File: src/rtl/mult_entry_pkg.sv
package mult_entry_pkg;
  typedef enum logic [2:0] {
    ST_IDLE_RST = 3'd0,
    ST_GET_A    = 3'd1,
    ST_ACK_A    = 3'd2,
    ST_GET_B    = 3'd3,
    ST_ACK_B    = 3'd4,
    ST_CALC     = 3'd5
  } entry_st_t;
endpackage

File: src/rtl/entry_fsm.sv
module entry_fsm
  import mult_entry_pkg::*;
#(
  parameter int OPW = 4,
  localparam int CW = (OPW > 1) ? $clog2(OPW) : 1
) (
  input  logic          clk,
  input  logic          rst,
  input  logic          nib_valid,
  input  logic          confirm,
  output entry_st_t     st,
  output logic          ld_a,
  output logic          ld_b,
  output logic          calc_start,
  output logic          calc_en,
  output logic          calc_last,
  output logic [CW-1:0] step_idx
);
  localparam logic [CW-1:0] LAST_STEP = CW'(OPW - 1);

  logic [CW-1:0] idx_q;

  always_ff @(posedge clk) begin
    if (rst) begin
      st    <= ST_IDLE_RST;
      idx_q <= '0;
    end else begin
      unique case (st)
        ST_IDLE_RST: st <= ST_GET_A;
        ST_GET_A:    if (nib_valid) st <= ST_ACK_A;
        ST_ACK_A:    if (confirm)   st <= ST_GET_B;
        ST_GET_B:    if (nib_valid) st <= ST_ACK_B;
        ST_ACK_B: begin
          if (confirm) begin
            st    <= ST_CALC;
            idx_q <= '0;
          end
        end
        ST_CALC: begin
          idx_q <= idx_q + 1'b1;
          if (idx_q == LAST_STEP) st <= ST_GET_A;
        end
        default: st <= ST_IDLE_RST;
      endcase
    end
  end

  always_comb begin
    ld_a       = (st == ST_GET_A) && nib_valid;
    ld_b       = (st == ST_GET_B) && nib_valid;
    calc_start = (st == ST_ACK_B) && confirm;
    calc_en    = (st == ST_CALC);
    calc_last  = calc_en && (idx_q == LAST_STEP);
    step_idx   = idx_q;
  end
endmodule

File: src/rtl/operand_store.sv
module operand_store #(
  parameter int OPW = 4
) (
  input  logic           clk,
  input  logic           rst,
  input  logic [OPW-1:0] nib_in,
  input  logic           ld_a,
  input  logic           ld_b,
  output logic [OPW-1:0] op_a,
  output logic [OPW-1:0] op_b
);
  localparam int NSLOT = 2;

  logic [NSLOT-1:0]          slot_ld;
  logic [NSLOT-1:0][OPW-1:0] slot_q;

  assign slot_ld = {ld_b, ld_a};

  for (genvar s = 0; s < NSLOT; s++) begin : g_slot
    always_ff @(posedge clk) begin
      if (rst)             slot_q[s] <= '0;
      else if (slot_ld[s]) slot_q[s] <= nib_in;
    end
  end

  assign op_a = slot_q[0];
  assign op_b = slot_q[1];
endmodule

File: src/rtl/shift_add_acc.sv
module shift_add_acc #(
  parameter int OPW = 4,
  localparam int PW = 2 * OPW,
  localparam int CW = (OPW > 1) ? $clog2(OPW) : 1
) (
  input  logic           clk,
  input  logic           rst,
  input  logic [OPW-1:0] op_a,
  input  logic [OPW-1:0] op_b,
  input  logic           calc_start,
  input  logic           calc_en,
  input  logic           calc_last,
  input  logic [CW-1:0]  step_idx,
  output logic [PW-1:0]  product,
  output logic           done
);
  // One partial product: the multiplicand, widened and shifted by the
  // position of the selected multiplier bit, or zero when that bit is 0.
  function automatic logic [PW-1:0] part_term(input logic [OPW-1:0] a,
                                              input logic [OPW-1:0] b,
                                              input logic [CW-1:0]  i);
    logic [PW-1:0] wide;
    wide = '0;
    wide[OPW-1:0] = a;
    return b[i] ? (wide << i) : '0;
  endfunction

  logic [PW-1:0] acc_q;
  logic [PW-1:0] acc_nx;

  assign acc_nx = acc_q + part_term(op_a, op_b, step_idx);

  always_ff @(posedge clk) begin
    if (rst) begin
      acc_q   <= '0;
      product <= '0;
      done    <= 1'b0;
    end else begin
      done <= 1'b0;
      if (calc_start) begin
        acc_q <= '0;
      end else if (calc_en) begin
        acc_q <= acc_nx;
        if (calc_last) begin
          product <= acc_nx;
          done    <= 1'b1;
        end
      end
    end
  end
endmodule

File: src/rtl/opnd_entry_mult.sv
module opnd_entry_mult
  import mult_entry_pkg::*;
#(
  parameter int OPW = 4,
  localparam int PW = 2 * OPW,
  localparam int CW = (OPW > 1) ? $clog2(OPW) : 1
) (
  input  logic           clk,
  input  logic           rst,
  input  logic [OPW-1:0] nib_in,
  input  logic           nib_valid,
  input  logic           confirm,
  output logic [PW-1:0]  product,
  output logic           done
);
  // Internal events brought out as named wires for the checker.
  entry_st_t      st;
  logic           ld_a;
  logic           ld_b;
  logic           calc_start;
  logic           calc_en;
  logic           calc_last;
  logic [CW-1:0]  step_idx;
  logic [OPW-1:0] op_a;
  logic [OPW-1:0] op_b;

  entry_fsm #(.OPW(OPW)) u_fsm (
    .clk        (clk),
    .rst        (rst),
    .nib_valid  (nib_valid),
    .confirm    (confirm),
    .st         (st),
    .ld_a       (ld_a),
    .ld_b       (ld_b),
    .calc_start (calc_start),
    .calc_en    (calc_en),
    .calc_last  (calc_last),
    .step_idx   (step_idx)
  );

  operand_store #(.OPW(OPW)) u_ops (
    .clk    (clk),
    .rst    (rst),
    .nib_in (nib_in),
    .ld_a   (ld_a),
    .ld_b   (ld_b),
    .op_a   (op_a),
    .op_b   (op_b)
  );

  shift_add_acc #(.OPW(OPW)) u_acc (
    .clk        (clk),
    .rst        (rst),
    .op_a       (op_a),
    .op_b       (op_b),
    .calc_start (calc_start),
    .calc_en    (calc_en),
    .calc_last  (calc_last),
    .step_idx   (step_idx),
    .product    (product),
    .done       (done)
  );
endmodule

File: config.mk
export PLATFORM = sky130hd
export DESIGN_NAME = opnd_entry_mult
export DESIGN_NICKNAME = d
export VERILOG_FILES = /design/src/rtl/mult_entry_pkg.sv /design/src/rtl/entry_fsm.sv /design/src/rtl/operand_store.sv /design/src/rtl/shift_add_acc.sv /design/src/rtl/opnd_entry_mult.sv
export SDC_FILE = /design/constraint.sdc
export NUM_CORES = 1
export LEC_CHECK = 0
export BUFFER_PORTS_ARGS = -buffer_cell sky130_fd_sc_hd__buf_2
export CORE_ASPECT_RATIO = 0.8
export CORE_MARGIN = 3
export CORE_UTILIZATION = 35
export CTS_CLUSTER_SIZE = 12
export DETAILED_ROUTE_END_ITERATION = 10
export SKIP_CTS_REPAIR_TIMING = 1
export SLEW_MARGIN = 20
export SYNTH_ARGS = -nofsm -noshare
export SYNTH_HDL_FRONTEND = slang
export SYNTH_SLANG_ARGS = --single-unit
File: constraint.sdc
create_clock -name clk -period 2.53 [get_ports clk]
set_input_delay 0.253 -clock clk [delete_from_list [all_inputs] [get_ports clk]]
set_output_delay 0.253 -clock clk [all_outputs]
set_load 0.02 [all_outputs]
* Word level (Yosys, flattened, before mapping)
Index checks and enable logic that the tools add are counted.
Word-level totals: word-level logic and storage cells 47, output and inout bits 9, input port bits 8, bits in registers 30
Operators by class: equality and inequality tests 11, magnitude comparators 1, bitwise gates (word level) 2, add/subtract/negate cells 2, shifts and indexed selects 1, reduce and logical (&&, ||, !) cells 11, muxes and demuxes 12
Operators with widths (number):
- $pmux 3 s6 | 1
- $mux 3 | 5
- $add 8x8->8 | 1
- $mux 8 | 1
- $ne 2x2->1 const B | 4
- $shl 4x2->8 | 1
- $eq 3x2->1 const B | 2
- $eq 3x3->1 const B | 2
- $reduce_and 5->1 | 1
- $logic_and 1x1->1 | 4
- $pmux 2 s2 | 1
- $eq 3x1->1 const B | 1
- $logic_not 3->1 | 1
- $lt 2x3->1 const B | 1
- $reduce_and 3->1 | 1
- $reduce_or 3->1 | 1
- $add 2x1->2 const B | 1
- $bmux 1 s2 | 1
- $eq 2x2->1 const B | 1
- $mux 1 | 2
- $mux 2 | 1
- $ne 2x1->1 const B | 1
- $not 1->1 | 2
- $reduce_and 2->1 | 1
- other kinds (2) | 2

* Logic depth before layout (Yosys ltp)
depth in word-level cells 4, mapped depth 9, depth with buffers taken out 9

* Hierarchy
Synthesis repeated with hierarchy kept, for this count alone.
Second synthesis, totals: cells, all modules 193, area total of the unflattened synthesis 1719.1 µm²
Modules (own cells, without submodules):
- shift_add_acc | cells each 136, seq. area each 340.3 µm², area an instance 1181.1 µm², instances 1
- operand_store | cells each 27, seq. area each 160.2 µm², area an instance 284.0 µm², instances 1
- entry_fsm | cells each 30, seq. area each 100.1 µm², area an instance 254.0 µm², instances 1

* Worst setup path after synthesis
OpenSTA, ideal clock, no wires.
path kind register -> register, start point register u_fsm.idx_q[1], in the netlist u_fsm.step_idx[1], end point register u_acc.acc_q[7], period minus slack after synthesis 2347 ps, buffers on the path 1, setup slack 183 ps, cell stages (with the launch flop) 9, data required time 2458 ps, setup time 72 ps, arrival time 2275 ps, cell sequence dfxtp_1 -> clkbuf_1 -> mux4_2 -> and2_1 -> ha_1 -> or2_2 -> or2_2 -> o211ai_1 -> mux2i_1
On the way: word-level cells in the longest chain between the ends 4, elaborated cells on any way between the ends 5, classes of those cells 1 x add/sub; 1 x shift; 3 x mux
Ends and longest elaborated chain:
- start, declared | line entry_fsm.sv:21 | logic [CW-1:0] idx_q;
- start signal, assigned | line entry_fsm.sv:40 | idx_q <= idx_q + 1'b1;
- $bmux 1 s2 | line shift_add_acc.sv:25 | return b[i] ? (wide << i) : '0;
- $mux 1 (implied by the code) | line shift_add_acc.sv:25
- $mux 8 (*) | line shift_add_acc.sv:25
- $add 8x8->8 (*) | line shift_add_acc.sv:31 | assign acc_nx = acc_q + part_term(op_a, op_b, step_idx);
- end signal, assigned | line shift_add_acc.sv:43 | acc_q <= acc_nx;
- end, declared | line shift_add_acc.sv:28 | logic [PW-1:0] acc_q;
Every way passes the cells marked *; elsewhere a longest branch is shown, timed or not. The select of a mux whose other input is x is not followed. A chain may end at the register's enable or synchronous reset.

* Worst setup path after layout
start point register u_fsm.idx_q[0], in the netlist u_fsm.step_idx[0], end point register u_acc.acc_q[7]
The elaborated chain is that of the path after synthesis.

==> impl_summary.md <==
Status
The run finished with clean final reports.

Finish
After the last flow step, the layout net total stands at 234. The count of non-filler cells in the finished layout is 274. In the final layout, the share of cells above drive strength 1 is 0.207. The final-layout fill cell count is 459. The area added between synthesis and finish is 15.5%. The antenna diode count is 0.

GRT
Summed over all layers, the global routing overflow is 0. The initial antenna violation count is 0. For this run, the total global-route usage over all layers was measured as 0.144. The first global-routing pass estimated 6240 µm of wire.

The pin count of the biggest net entering global routing is 31. The number of global-route vias before repair is 1,236.

STA
The worst-margin pin slew is 503 ps. The total count of max-transition violations in the final report is 0. Setup violations remaining at the end of the flow were counted as 0. The relative slew slack is 0.660. The smallest clock period supported by the final layout is computed as 2400 ps.

Setup repair after global routing left no endpoint under its margin. The number of hold violations in the final report is 0. The worst clock skew is 9.40 ps.

The setup TNS after final layout is 0 ps. The part of the cycle the worst path needs is 0.949. Derived from the worst setup path, the maximum achievable clock frequency is 416 MHz.

Routing
In this run the remaining antenna-violating nets after routing total 0. The number of vias in the routed layout is 1,452. The first TritonRoute pass finished after 4 iterations. For this block, the initial DRC count from the detailed router was 74.

Dividing the detail-routed via count by the number of cells gives 5.30. Wires add up to 3850 µm. The number of design rule violations left after detail routing is 0.

Dividing the detail-routed wire length by the instance count gives 14.1 µm.

Setup path
Counting stages on the worst path, the most repeated cell is or2_2. The critical path required time is 2750 ps. Data arrives at the worst endpoint at 2620 ps. The class of the most critical setup path is reg2reg. Among all stages on the critical path, the largest delay is contributed by mux4_2.

The worst setup path is launched from a flop. The type of element capturing the critical path is a flop. The highest cell delay on the worst timing path is 530 ps. The peak fanout along the critical path is 4. The signal on the critical path passes through mux4_2 > and2_1 > ha_1 > or2_2 > or2_2 > o211ai_1 > mux2i_1.

Die
The effective utilization at floorplan is 0.381. The width of the die is 83.0 µm. After floorplanning, the core was sized to cover 0.00436 mm². The vertical extent of the die is 67.6 µm. The top-level port count is 17. The die covers 0.00562 mm². The site row count is 21.

Placed design
Input and output buffers added on the ports amount to 16. The placed instance count is 267. The final weighted congestion in routability-driven placement is 0.803. The half-perimeter wire length of the detailed placement result is 2840 µm.

Logic synthesis
Each instance of the synthesized netlist takes up on average 8.43 µm². The share of the synthesized area in the top cell type is 0.361. The warning count from the yosys run is 0. The commonest register cell after synthesis is dfxtp_1. After synthesis, the cell types taking the most area are dfxtp_1 36%, ha_1 6.0%, nand2_1 5.9%.

Counting every net in the synthesized netlist gives 214. Counting flops with a built-in enable in the synthesized netlist gives 0. The most numerous cell in the Yosys netlist is dfxtp_1. The count of unique library cells instantiated by Yosys is 45. The synthesized netlist cell count is 197. The post-synth design cell area is 0.00166 mm². dfxtp_1 takes more of the synthesized area than any other cell. In this run, synthesis produced a sequential element count of 30.

The share of async-settable or async-resettable flops after synthesis is 0. Of the synthesized area, sequential elements account for 0.361. Counting instances in the post-synthesis netlist gives the leading cell types as 30 x dfxtp_1, 26 x nand2_1, 18 x nor2_1.

Power
The highest ir drop seen on vdd is 0.000404 V. The ratio of total power to cell area is 475 mW/mm². The leakage power is 0.000805 µW.

Clock tree
Clock-pin slew was measured on the worst setup and hold paths at 70 ps. The source-to-sink clock delay at the later pin of the worst-skew pair is 290 ps. The tree built by TritonCTS fans out to 30 sinks.

TritonCTS built the clock tree. No sink is reached through more buffers than the 2 on the longest clock path. The number of clock buffers inserted by TritonCTS is 5. The cell chosen for the clock root is clkbuf_8. The H-tree generated during clock tree synthesis spans 2 levels.

Worst hold path
The path category of the worst min-delay check is in2reg.

Flow run
Max-cap violations in this run came to 0.
==> cell usage in the layout, fill, tap and decap left out, drive strengths merged, types with 3 or more instances in the layout <==
| cell type | instances |
|---|---|
| nor2 | 18 |
| a21oi | 15 |
| a211oi | 6 |
| or3 | 5 |
| ha | 8 |
| a21o | 3 |
| buf | 25 |
| dfxtp | 30 |
| o21ai | 7 |
| mux2i | 5 |
| and2 | 4 |
| clkbuf | 5 |
| nand3b | 7 |
| nand2 | 26 |
| nand3 | 11 |
| or2 | 4 |
==> per-stage QoR <==
step / worst slack, ps / hold slack (ps) / area (µm²) / util / total power (µW)
finish: 128 / 216 / 1920 / 0.440 / 912
global route: 5.46 / 220 / 1920 / 0.440 / 951
CTS: 61.4 / 214 / 1910 / 0.437 / 919
detailed placement: 80.6 / 444 / 1830 / 0.419 / 557
global placement: 110 / 442 / 1830 / 0.419 / 556
floorplan: 183 / 400 / 1660 / - / 540
==> state kept, by name, indices dropped and copies added, names as in the netlist <==
register and cells:
u_acc.acc_q 8, u_acc.done 1, u_acc.product 8, u_fsm.st 3, u_fsm.step_idx 2, u_ops.op_a 4
u_ops.op_b 4
==> kinds of logic (layout without fill, tap and decap cells) <==
group | Yosys count | count (layout) | synth area share
xor gates and xnor gates | 2 | 2 | 0.0105
and+or+nand+nor | 89 | 89 | 0.277
DFF | 30 | 30 | 0.361
muxes | 8 | 8 | 0.0640
adders and majority gates | 9 | 9 | 0.0723
buffers and inverters | 14 | 34 | 0.0361
AOI/OAI and AO/OA | 45 | 45 | 0.178
==> where the power goes <==
part / total [µW] / switching [µW] / leakage (µW) / internal (µW)
Sequential: 496 / 14.7 / 0.000244 / 481
Clock: 366 / 182 / 0.0000438 / 184
Combinational: 50.6 / 28.8 / 0.000518 / 21.8
==> area by class of cell <==
type	count	area (µm²)	share of cell area
Clock buffer	5	68.8	0.0359
Clock inverter	2	10.0	0.00522
Inverter	2	7.51	0.00391
Multi-Input combinational cell	153	1010	0.527
Sequential cell	30	603	0.314
Tap cell	57	71.3	0.0372
Timing Repair Buffer	25	148	0.0769
==> worst paths after layout <==
kind / slack, ps / endpoint / cells after the start / start
worst max-delay path: 130 / u_acc.acc_q[7] / 7 / u_fsm.step_idx[0]
worst min-delay path: 220 / u_ops.op_a[2] / 3 / nib_in[2]
worst max register to register: 130 / u_acc.acc_q[7] / 7 / u_fsm.step_idx[0]
worst min register to register: 460 / u_acc.product[0] / 2 / u_acc.product[0]
==> routing by layer <==
layer	global-route usage	routed length [µm]
met5	0	0
met1	0.210	2110
met4	0.0551	74
met3	0.0488	122
met2	0.190	1550
==> worst max-delay path: cells and delay by family (launching register included) <==
family                   cells  cell delay [ps]
AO/OA/AOI/OAI                1              210
adder cells (fa/ha/maj)      1              220
flip-flops                   1              370
multiplexers                 2              720
AND/OR/NAND/NOR              3              800
(Power assumes the default switching activity.)
